$ cat src/rtl/mbox_bank_pkg.sv
package mbox_bank_pkg;

  localparam int ADDR_W    = 20;
  localparam int DATA_W    = 32;
  localparam int MBOX_MAX  = 8;
  localparam int LINE_MAX  = 16;
  localparam int MASK_W    = 2 * MBOX_MAX;

  localparam logic [ADDR_W-1:0] CFG_ADDR = 20'h00380;

  typedef enum logic [2:0] {
    RG_NONE,
    RG_WORD,
    RG_EN_FULL,
    RG_EN_EMPTY,
    RG_MASK,
    RG_CFG
  } reg_kind_e;

  typedef struct packed {
    reg_kind_e  kind;
    logic [3:0] idx;
  } reg_sel_t;

  // Address decode: mailbox windows are 32 KiB apart starting at 64 KiB,
  // common registers sit below 64 KiB.
  function automatic reg_sel_t decode_addr(input logic [ADDR_W-1:0] a,
                                           input int n_mbox,
                                           input int n_line);
    reg_sel_t   s;
    logic [4:0] win;
    s.kind = RG_NONE;
    s.idx  = '0;
    win    = a[19:15];
    if (a[19:16] != 4'd0) begin
      if (win >= 5'd2 && (int'(win) - 2) < n_mbox &&
          a[14:4] == 11'd0 && a[1:0] == 2'd0) begin
        s.idx = 4'(win - 5'd2);
        case (a[3:2])
          2'd0:    s.kind = RG_WORD;
          2'd1:    s.kind = RG_EN_FULL;
          2'd2:    s.kind = RG_EN_EMPTY;
          default: s.kind = RG_NONE;
        endcase
      end
    end else if (a == CFG_ADDR) begin
      s.kind = RG_CFG;
    end else if (a[19:8] == 12'h001 && a[7:6] == 2'd0 && a[1:0] == 2'd0 &&
                 int'(a[5:2]) < n_line) begin
      s.kind = RG_MASK;
      s.idx  = a[5:2];
    end
    return s;
  endfunction

endpackage

$ cat src/rtl/mbox_slot.sv
module mbox_slot
  import mbox_bank_pkg::*;
(
  input  logic              clk,
  input  logic              rst_n,
  input  logic              wr_word,
  input  logic              wr_en_full,
  input  logic              wr_en_empty,
  input  logic [DATA_W-1:0] wdata,
  output logic [DATA_W-1:0] word_q,
  output logic              en_full_q,
  output logic              en_empty_q,
  output logic              evt_full,
  output logic              evt_empty
);

  localparam int FLAG_BIT = DATA_W - 1;

  always_ff @(posedge clk or negedge rst_n) begin
    if (!rst_n) begin
      word_q     <= '0;
      en_full_q  <= 1'b0;
      en_empty_q <= 1'b0;
    end else begin
      if (wr_word)     word_q     <= wdata;
      if (wr_en_full)  en_full_q  <= wdata[0];
      if (wr_en_empty) en_empty_q <= wdata[0];
    end
  end

  // Level events: occupancy flag qualified by the matching enable.
  assign evt_full  =  word_q[FLAG_BIT] & en_full_q;
  assign evt_empty = ~word_q[FLAG_BIT] & en_empty_q;

  AST_POST_FILLS: assert property (@(posedge clk) disable iff (!rst_n)
    (wr_word && wdata[FLAG_BIT]) |=> (word_q[FLAG_BIT] && word_q[FLAG_BIT-1:0] == $past(wdata[FLAG_BIT-1:0])));

  AST_CLEAR_DROPS_FULL: assert property (@(posedge clk) disable iff (!rst_n)
    (wr_word && !wdata[FLAG_BIT]) |=> !evt_full);

  AST_FULL_RISE_CAUSE: assert property (@(posedge clk) disable iff (!rst_n)
    $rose(evt_full) |-> ($past(wr_word) || $past(wr_en_full)));

  AST_QUIET_WORD: assert property (@(posedge clk) disable iff (!rst_n)
    !wr_word |=> $stable(word_q));

endmodule

$ cat src/rtl/mbox_share_line.sv
module mbox_share_line
  import mbox_bank_pkg::*;
#(
  parameter int NUM_MBOX = 8
) (
  input  logic              clk,
  input  logic              rst_n,
  input  logic              wr_mask,
  input  logic [DATA_W-1:0] wdata,
  input  logic [NUM_MBOX-1:0] evt_full,
  input  logic [NUM_MBOX-1:0] evt_empty,
  output logic [MASK_W-1:0] mask_q,
  output logic              line
);

  // Writable bits: empty byte low, full byte high, only present mailboxes.
  localparam logic [MBOX_MAX-1:0] PRESENT  = MBOX_MAX'((1 << NUM_MBOX) - 1);
  localparam logic [MASK_W-1:0]   KEEP     = {PRESENT, PRESENT};

  logic [MASK_W-1:0] events;

  always_comb begin
    events = '0;
    events[NUM_MBOX-1:0]            = evt_empty;
    events[MBOX_MAX +: NUM_MBOX]    = evt_full;
  end

  always_ff @(posedge clk or negedge rst_n) begin
    if (!rst_n)       mask_q <= '0;
    else if (wr_mask) mask_q <= wdata[MASK_W-1:0] & KEEP;
  end

  assign line = |(events & mask_q);

  AST_LINE_NEEDS_MASK: assert property (@(posedge clk) disable iff (!rst_n)
    line |-> (mask_q != '0));

  AST_LINE_NEEDS_EVENT: assert property (@(posedge clk) disable iff (!rst_n)
    line |-> ((evt_full != '0) || (evt_empty != '0)));

endmodule

$ cat src/rtl/mbox_bank.sv
module mbox_bank
  import mbox_bank_pkg::*;
#(
  parameter int NUM_MBOX   = 8,
  parameter int NUM_SHARED = 4,
  parameter int NUM_SSEM   = 8,
  parameter int NUM_ASEM   = 8,
  parameter int NUM_DBELL  = 7
) (
  input  logic                  clk,
  input  logic                  rst_n,
  input  logic                  req_valid,
  output logic                  req_ready,
  input  logic                  req_write,
  input  logic [ADDR_W-1:0]     req_addr,
  input  logic [DATA_W-1:0]     req_wdata,
  output logic                  rsp_valid,
  input  logic                  rsp_ready,
  output logic [DATA_W-1:0]     rsp_rdata,
  output logic [NUM_MBOX-1:0]   irq_full,
  output logic [NUM_MBOX-1:0]   irq_empty,
  output logic [NUM_SHARED-1:0] irq_shared
);

  localparam logic [DATA_W-1:0] CFG_WORD = {12'd0,
                                            4'(NUM_SHARED), 4'(NUM_DBELL),
                                            4'(NUM_ASEM), 4'(NUM_SSEM),
                                            4'(NUM_MBOX)};

  reg_sel_t          sel;
  logic              fire;
  logic              wr_fire;
  logic              rd_fire;
  logic [DATA_W-1:0] rd_word;

  logic [DATA_W-1:0] slot_word  [NUM_MBOX];
  logic              slot_enf   [NUM_MBOX];
  logic              slot_ene   [NUM_MBOX];
  logic [MASK_W-1:0] line_mask  [NUM_SHARED];

  assign sel       = decode_addr(req_addr, NUM_MBOX, NUM_SHARED);
  assign req_ready = !rsp_valid || rsp_ready;
  assign fire      = req_valid && req_ready;
  assign wr_fire   = fire && req_write;
  assign rd_fire   = fire && !req_write;

  for (genvar n = 0; n < NUM_MBOX; n++) begin : g_slot
    logic hit;
    assign hit = (sel.idx == 4'(n));
    mbox_slot u_slot (
      .clk         (clk),
      .rst_n       (rst_n),
      .wr_word     (wr_fire && hit && sel.kind == RG_WORD),
      .wr_en_full  (wr_fire && hit && sel.kind == RG_EN_FULL),
      .wr_en_empty (wr_fire && hit && sel.kind == RG_EN_EMPTY),
      .wdata       (req_wdata),
      .word_q      (slot_word[n]),
      .en_full_q   (slot_enf[n]),
      .en_empty_q  (slot_ene[n]),
      .evt_full    (irq_full[n]),
      .evt_empty   (irq_empty[n])
    );
  end

  for (genvar s = 0; s < NUM_SHARED; s++) begin : g_line
    mbox_share_line #(.NUM_MBOX(NUM_MBOX)) u_line (
      .clk       (clk),
      .rst_n     (rst_n),
      .wr_mask   (wr_fire && sel.kind == RG_MASK && sel.idx == 4'(s)),
      .wdata     (req_wdata),
      .evt_full  (irq_full),
      .evt_empty (irq_empty),
      .mask_q    (line_mask[s]),
      .line      (irq_shared[s])
    );
  end

  always_comb begin
    rd_word = '0;
    case (sel.kind)
      RG_WORD:     for (int n = 0; n < NUM_MBOX; n++)
                     if (sel.idx == 4'(n)) rd_word = slot_word[n];
      RG_EN_FULL:  for (int n = 0; n < NUM_MBOX; n++)
                     if (sel.idx == 4'(n)) rd_word = {31'd0, slot_enf[n]};
      RG_EN_EMPTY: for (int n = 0; n < NUM_MBOX; n++)
                     if (sel.idx == 4'(n)) rd_word = {31'd0, slot_ene[n]};
      RG_MASK:     for (int s = 0; s < NUM_SHARED; s++)
                     if (sel.idx == 4'(s)) rd_word = {16'd0, line_mask[s]};
      RG_CFG:      rd_word = CFG_WORD;
      default:     rd_word = '0;
    endcase
  end

  always_ff @(posedge clk or negedge rst_n) begin
    if (!rst_n) begin
      rsp_valid <= 1'b0;
      rsp_rdata <= '0;
    end else if (rd_fire) begin
      rsp_valid <= 1'b1;
      rsp_rdata <= rd_word;
    end else if (rsp_ready) begin
      rsp_valid <= 1'b0;
    end
  end

  AST_RSP_HELD: assert property (@(posedge clk) disable iff (!rst_n)
    (rsp_valid && !rsp_ready) |=> (rsp_valid && $stable(rsp_rdata)));

  AST_STALL_BLOCKS: assert property (@(posedge clk) disable iff (!rst_n)
    (rsp_valid && !rsp_ready) |-> !req_ready);

  AST_READ_ANSWERED: assert property (@(posedge clk) disable iff (!rst_n)
    rd_fire |=> rsp_valid);

endmodule

$ cat config.mk
export PLATFORM = sky130hd
export DESIGN_NAME = mbox_bank
export DESIGN_NICKNAME = d
export VERILOG_FILES = /design/src/rtl/mbox_bank_pkg.sv /design/src/rtl/mbox_slot.sv /design/src/rtl/mbox_share_line.sv /design/src/rtl/mbox_bank.sv
export SDC_FILE = /design/constraint.sdc
export NUM_CORES = 1
export LEC_CHECK = 0
export ABC_CLOCK_PERIOD_IN_PS = 4400
export BUFFER_PORTS_ARGS = -buffer_cell sky130_fd_sc_hd__buf_4
export CORE_ASPECT_RATIO = 1.4
export CORE_MARGIN = 2
export CORE_UTILIZATION = 60
export DETAILED_ROUTE_END_ITERATION = 8
export PLACE_DENSITY = 0.79
export SLEW_MARGIN = 20
export SYNTH_ARGS = -nofsm -noshare
export SYNTH_HDL_FRONTEND = slang
export SYNTH_SLANG_ARGS = --single-unit
$ cat constraint.sdc
create_clock -name clk -period 4.4 [get_ports clk]
set_clock_uncertainty 0.2 [all_clocks]
set_input_delay 0.22 -clock clk [delete_from_list [all_inputs] [get_ports clk]]
set_output_delay 0.22 -clock clk [all_outputs]
set_load 0.02 [all_outputs]
==> results of run 1 <==
==> timing repair <==
item | 4_1_cts | 5_1_grt
endpoints found under the hold margin | 457 | 0
endpoints found under the setup margin | 0 | 0
hold buffers | 35 | 0
==> cells by family (layout without fill, tap and decap cells) <==
kind of cell    Yosys count  count (layout)
fa+ha+maj                 4               4
simple gates            284             284
flops                   369             369
buf+inv                 139             251
compound gates          300             300
mux                     380             380
==> area by class of cell <==
class,count,area (sq um)
clock buffer,51,1040
clock inverter,10,56.3
fill,2108,8970
inverter,8,30.0
multi-input combinational,968,7930
sequential,369,9230
tap,380,475
timing repair buffer,182,1520
==> routing by layer <==
layer	vias up	part of all wire	track usage	wire length, um
met3	165	0.066	0.0529	3210
met5	-	0	0	0
li1	5565	-	-	-
met1	6583	0.38	0.398	18600
met2	539	0.50	0.528	24400
met4	0	0.048	0.152	2340
==> report_power, final <==
group	total (W)	internal [W]	leakage, nW	switching (W)
combinational	0.000282	0.0000866	4.31	0.000195
clock	0.00291	0.00164	0.545	0.00127
sequential	0.00339	0.00339	5.16	0.000000697
==> stage by stage <==
stage | hold WS [ns] | total power (W)
floorplan | -0.276 | 0.00354
global placement | 0.189 | 0.00371
detailed placement | 0.190 | 0.00371
CTS | 0.00265 | 0.00663
global route | 0.0434 | 0.00678
finish | 0.00864 | 0.00659
==> worst min path at each step <==
| stage | start | slack [ns] | to | cells after the start |
|---|---|---|---|---|
| finish | req_valid | 0.009 | rsp_rdata[18]$_DFFE_PN0P_ | 5 |
| global route | req_valid | 0.04 | rsp_rdata[18]$_DFFE_PN0P_ | 5 |
| CTS | req_valid | 0.003 | rsp_rdata[18]$_DFFE_PN0P_ | 5 |
| detailed placement | rst_n | 0.19 | g_line[3].u_line.mask_q[10]$_DFFE_PN0P_ | 1 |
| global placement | rst_n | 0.19 | g_line[3].u_line.mask_q[9]$_DFFE_PN0P_ | 1 |
| floorplan | rst_n | -0.28 | g_line[0].u_line.mask_q[0]$_DFFE_PN0P_ | 0 |
==> sequential cells by signal (all words and copies together), names as in the netlist <==
| signal | cells |
|---|---|
| rsp_rdata | 32 |
| g_slot.u_slot.en_empty_q | 8 |
| g_line.u_line.mask_q | 64 |
| g_slot.u_slot.word_q | 256 |
| g_slot.u_slot.en_full_q | 8 |
| rsp_valid | 1 |
==> critical path: cells and delay by family <==
family        cells  cell delay [ns]
simple gates      6             2.25
buf+inv           3             0.44
mux               1             0.52
fa+ha+maj         1             0.31
==> layout by cell type, fill, tap and decap left out, types with 7 or more instances in the layout <==
master         instances
inv_1                  8
nor3_1                 9
dlygate4sd3_1         35
buf_4                141
o21ai_0               66
a221oi_1              42
nand3_1               25
nor2_1                42
mux2_1               125
a31o_2                15
mux2_2               237
a31oi_1               11
nand4_1                9
o21ai_1               28
a22o_1                13
nand2_1              125
and2_1                 9
clkbuf_1               8
a21oi_1               37
a22oi_1               50
clkinv_2               8
a2bb2oi_1              8
mux2_4                10
clkbuf_16             37
dfrtp_1              369
nor2b_1               10
mux2i_1                8
and3_1                 7
==> metrics, run 1 <==
setup TNS 0 ns; post-route cell area 20,300 sq um; syn avg cell area 12.1 sq um; unrepaired setup endpoints after global routing no; via count of the first global-routing pass 13,300; share of layout cells above drive strength 1 0.317; reg2reg end g_slot[7].u_slot.word_q[8]$_DFFE_PN0P_; Final Slew Violations 0; final setup vio count 0; Synth Cell Area 17,900 sq um; Power per Cell Area 325 nW/um^2; R2R Setup Slk 1.47 ns; routed wire length 48,600 um; Crit path required time 4.60 ns; crit-path most repeated cell buf_4; gpl congestion 0.933; Synth Area in XOR/XNOR 0; DR vias/cell 6.53; DR WL/cell 24.7 um; post-synth cell types 74; Die Ht 208 um; Die Wd 150 um; Layout Nets 1,626; Tcrit/Tclk final 0.805; Setup WS pre-CTS 0.373 ns; CTS tree done; total global-route track usage 0.316; Post-CTS Resized 0; crit-path cells buf_4 -> inv_1 -> ha_1 -> nor3b_1 -> nor2_1 -> nand4_1 -> nor4b_2 -> and2b_1 -> buf_4 -> nand3_4 -> mux2_1; antenna violations before repair 0; Final Critical Period 3.54 ns; startpoint types input pin; Setup CP Type in2reg; TritonCTS sink count 369; Inserted Diodes 0; Hold Crit Class in2reg; largest family of logic cells by synthesized area multiplexers; GRT overflow 0; antenna viol nets, final 0; Syn Nets 1,537; worst reg2reg path startpoint rsp_valid$_DFFE_PN0P_; run status complete, no violations; first-pass GRT wire length 75,600 um; Root Buffer clkbuf_16; CP max stage delay 0.52 ns; Syn. warnings 0; row cnt 74; Yosys top cell area share 0.517; Slowest cell on crit path mux2_1; Compound-Gate Fraction of Synth Area 0.115; EDFF count, synth 0; mux cell area share after synthesis 0.241; area of the die 31,200 sq um; Worst EP arrival 3.74 ns; Clock H-tree levels 2; fin util 0.694; peak supply drop 0.000307 V; max-cap violations 0; final setup margin 0.857 ns; fin cells 1,968; synthesis-to-layout area growth 13.6%; Placed Instances 1,872; largest net degree at the start of global routing 126; Syn Inst Count 1,476; Seq/Total Area, Yosys 0.517; Detailed Routing Iterations Pass 1 5; Max Clock Freq 282 MHz; Worst-Skew Late Latency 0.53 ns; Max Root-Sink Buffers 3; Worst setup endpoint g_slot[7].u_slot.word_q[8]$_DFFE_PN0P_; slew at the pin closest to its max-slew limit 1.04 ns; static leakage 10.0 nW; DRC viols 0; Synth area leaders dfrtp_1, mux2_2, mux2_1; initial drt markers 887; CORE AREA 29,300 sq um; Yosys reg bits 369; CTS buffer count 36; Top FF cell, synth dfrtp_1; Slew HR 0.304; adder-cell share of the synthesized area 0.00280; Post-DP Area 18,800 sq um; Post-Synth Simple-Gate Area 0.0832; most common cell in the netlist dfrtp_1; Hold Violations, Final 0; clock-pin slew on the worst setup and hold paths 0.06 ns; DR vias 12,900; Synth top cells by count dfrtp_1, mux2_2, mux2_1, nand2_1, o21ai_0; effective utilization at floorplan 0.610; Post-synth ARST share 1.00; crit path max fanout 32; cell taking the most area after synthesis dfrtp_1; CP Capture Type register; Final HPWL DP 31,400 um; post-CTS setup buffer count 0; Port Buf Inserts 110; R2R cell count 6; CP startpoint req_addr[16]; I/O Pins 111
No activity file was read; power rests on OpenSTA's default activity.
==> run 2: changes to the inputs <==
Settings changed: ABC_AREA set to 1, ABC_CLOCK_PERIOD_IN_PS 4400 to 2800, CORE_UTILIZATION 60 to 55, PLACE_DENSITY 0.79 to 0.76.
Clock period 4.4 ns to 2.8 ns, I/O delays scaled along.
==> metrics, run 2 <==
Seq/Total Area, Yosys 0.509 (was 0.517); Slowest cell on crit path dlygate4sd3_1 (was mux2_1); unrepaired setup endpoints after global routing yes (was no); crit path max fanout 21 (was 32); Slew HR 0.498 (was 0.304); Final Critical Period 2.72 ns; total global-route track usage 0.355 (was 0.316); most common cell in the netlist nand2_1 (was dfrtp_1); share of layout cells above drive strength 1 0.177 (was 0.317); antenna violations before repair 3 (was 0); Post-DP Area 20,000 sq um (was 18,800 sq um); row cnt 78 (was 74); CP bufs+invs 8 (was 3); Layout Nets 2,460 (was 1,626); Syn Nets 2,282 (was 1,537); crit-path cells dlygate4sd3_1 -> buf_4 -> nor2_1 -> nand2_1 -> nor2_4 -> buf_4 -> nand3_4 -> inv_2 -> nand2_2 -> nand2_4 -> buf_12 -> inv_4 -> nor2_4 -> nand2_4 -> buf_6 -> buf_4 -> o211ai_1 -> nand2_1 -> o21ai_1 -> nand3_1 -> nand2_2 -> nand2_1 (was buf_4 -> inv_1 -> ha_1 -> nor3b_1 -> nor2_1 -> nand4_1 -> nor4b_2 -> and2b_1 -> buf_4 -> nand3_4 -> mux2_1); final setup margin 0.0813 ns (was 0.857 ns); R2R cell count 10 (was 6); Yosys reg bits 369 (unchanged); post-route cell area 21,800 sq um (was 20,300 sq um); Root Buffer clkbuf_16 (unchanged); Net Sw Power 0.00248 W (was 0.00146 W); TritonCTS sink count 369 (unchanged); Post-synth ARST share 1.00 (unchanged); synthesis-to-layout area growth 20.4% (was 13.6%); syn avg cell area 8.17 sq um (was 12.1 sq um); max-cap violations 0 (unchanged); Port Buf Inserts 110 (unchanged); Detailed Routing Iterations Pass 1 6 (was 5); peak supply drop 0.000548 V (was 0.000307 V); reg2reg end g_slot[0].u_slot.word_q[4]$_DFFE_PN0P_ (was g_slot[7].u_slot.word_q[8]$_DFFE_PN0P_); I/O Pins 111 (unchanged); GRT overflow 0 (unchanged); Setup CP Type in2reg (unchanged); Max Clock Freq 368 MHz; worst reg2reg path startpoint rsp_valid$_DFFE_PN0P_ (unchanged); max FFs per register 256 (unchanged); Die Wd 157 um (was 150 um); post-synth cell types 50 (was 74); CORE AREA 32,400 sq um (was 29,300 sq um); CP Capture Type register (unchanged); Setup WS pre-CTS -0.153 ns (was 0.373 ns); Crit path required time 3.04 ns (was 4.60 ns); Syn Inst Count 2,221 (was 1,476); Hold Violations, Final 0 (unchanged); routed wire length 59,800 um (was 48,600 um); clock-pin slew on the worst setup and hold paths 0.06 ns (about the same); Final Slew Violations 0 (unchanged); Inserted Diodes 0 (unchanged); DRC viols 0 (unchanged); effective utilization at floorplan 0.560 (was 0.610); via count of the first global-routing pass 16,300 (was 13,300); Top FF cell, synth dfrtp_1 (unchanged); Largest Register g_slot.u_slot.word_q (unchanged); Worst EP arrival 2.96 ns (was 3.74 ns); CP top delay family buffers and inverters (was simple AND/OR/NAND/NOR gates); initial drt markers 1,561 (was 887); most frequent cells in the layout nand2_1, dfrtp_1, buf_4 (was dfrtp_1, mux2_2, buf_4); R2R Setup Slk 0.50 ns (was 1.47 ns); Levels on crit path 22 (was 11); run status complete, no violations (unchanged); first-pass GRT wire length 92,500 um (was 75,600 um); Worst setup endpoint rsp_rdata[25]$_DFFE_PN0P_ (was g_slot[7].u_slot.word_q[8]$_DFFE_PN0P_); Yosys top cell area share 0.509 (was 0.517); Max Root-Sink Buffers 3 (unchanged); cell taking the most area after synthesis dfrtp_1 (unchanged); EDFF count, synth 0 (unchanged); final setup vio count 0 (unchanged); Die Ht 219 um (was 208 um); area of the die 34,500 sq um (was 31,200 sq um); startpoint types input pin (unchanged); DR WL/cell 20.9 um (was 24.7 um); static leakage 10.9 nW (was 10.0 nW); DR vias/cell 5.79 (was 6.53); Clock H-tree levels 2 (unchanged); CP startpoint req_addr[9] (was req_addr[16]); Switching Share 0.234 (was 0.222); gpl congestion 0.990 (was 0.933); DR vias 16,600 (was 12,900); Gate power share 0.044 (was 0.043); Tcrit/Tclk final 0.971; CTS buffer count 36 (unchanged); most common cell after layout, fill and taps aside nand2_1 (was dfrtp_1); CTS tree done (unchanged); largest net degree at the start of global routing 74 (was 126); Synth area leaders dfrtp_1, nand2_1, o21ai_1 (was dfrtp_1, mux2_2, mux2_1); CP max stage delay 0.54 ns (was 0.52 ns); Worst-Skew Late Latency 0.56 ns (was 0.53 ns); Seq pwr share 0.502 (was 0.515); Int Pwr 0.00814 W (was 0.00512 W); clock share of power 0.454 (was 0.442); biggest regs g_slot.u_slot.word_q: 256 flops, g_line.u_line.mask_q: 64 flops, rsp_rdata: 32 flops (unchanged); antenna viol nets, final 0 (unchanged); Syn. warnings 0 (unchanged); Final HPWL DP 40,400 um (was 31,400 um); Synth top cells by count nand2_1, dfrtp_1, o21ai_1, o21ai_0, inv_1 (was dfrtp_1, mux2_2, mux2_1, nand2_1, o21ai_0); setup TNS 0 ns (unchanged); final hold slack 0.0381 ns (was 0.00864 ns); Power per Cell Area 486 nW/um^2 (was 325 nW/um^2); slew at the pin closest to its max-slew limit 0.751 ns (was 1.04 ns); Synth Cell Area 18,100 sq um (was 17,900 sq um); Hold Crit Class in2reg (unchanged)
run 2: changes by cell type in the layout (fill, tap and decap cells not counted), moves of 95 or more:
cell / change
o21ai_0: +95
mux2_2: -237
o21ai_1: +142
inv_1: +123
mux2_1: -125
nand2_1: +610
run 2: area by class of cell:
cell class | instances | area [sq um]
fill | 2637 | 10600
sequential | 369 | 9230
multi-input combinational | 1554 | 7570
timing repair buffer | 289 | 2730
clock buffer | 49 | 1020
inverter | 149 | 601
tap | 440 | 551
clock inverter | 12 | 128
run 2: worst register-to-register path, delay by kind of cell, from the launching register on:
family,cells,cell delay [ns]
buffers and inverters,3,0.67
and+or+nand+nor,6,0.79
DFF,1,0.38
AOI/OAI and AO/OA,1,0.10
run 2: cell families (layout without fill, tap and decap cells):
kind of cell,count (synthesis),in the layout,share of synthesized area
simple gates,1018,1018,0.244
compound gates,527,527,0.163
flops,369,369,0.509
buf+inv,298,499,0.0791
fa+ha+maj,4,4,0.00276
mux,4,4,0.00221
xor+xnor,1,1,0.000483
run 2: layer usage:
metal,share of wire,GRT usage,wire [um],vias to the layer above
met4,0.087,0.270,5180,2
met2,0.47,0.561,28100,848
met5,0.00017,0,10,-
met1,0.35,0.415,21200,7855
li1,-,-,-,7589
met3,0.089,0.0879,5300,278
run 2: worst min path at each step:
stage,from,endpoint,slack (ns),cells past startpoint
2_1_floorplan,rst_n,g_line[0].u_line.mask_q[0]$_DFFE_PN0P_,-0.36,0
3_3_place_gp,rst_n,g_line[0].u_line.mask_q[9]$_DFFE_PN0P_,-0.03,1
3_5_place_dp,rst_n,g_line[0].u_line.mask_q[9]$_DFFE_PN0P_,-0.03,1
4_1_cts,req_wdata[9],g_slot[6].u_slot.word_q[9]$_DFFE_PN0P_,0.003,3
5_1_grt,req_wdata[9],g_slot[7].u_slot.word_q[9]$_DFFE_PN0P_,0.06,3
6_report,req_wdata[9],g_slot[6].u_slot.word_q[9]$_DFFE_PN0P_,0.04,3
run 2: through the flow:
stage          instances   util  total power (W)
2_1_floorplan       2221      -          0.00556
3_3_place_gp        2741  0.616          0.00584
3_5_place_dp        2741  0.616          0.00584
4_1_cts             2847  0.666           0.0106
5_1_grt             2862  0.674           0.0109
6_report            2862  0.674           0.0106
run 2: repair_timing:
item | 4_1_cts | 5_1_grt
setup buffers | 0 | 14
resized for setup | 0 | 31
setup endpoints to repair | 0 | 52
hold buffers | 45 | 0
endpoints found under the hold margin | 659 | 0
run 2: power groups by stage:
| stage | combinational, W | sequential (W) | clock, W |
|---|---|---|---|
| 3_3_place_gp | 0.000407 | 0.00543 | 0 |
| 4_1_cts | 0.000461 | 0.00533 | 0.00485 |
| 6_report | 0.000466 | 0.00533 | 0.00482 |
| 5_1_grt | 0.000507 | 0.00533 | 0.00507 |
| 2_1_floorplan | 0.000124 | 0.00544 | 0 |
| 3_5_place_dp | 0.000411 | 0.00543 | 0 |
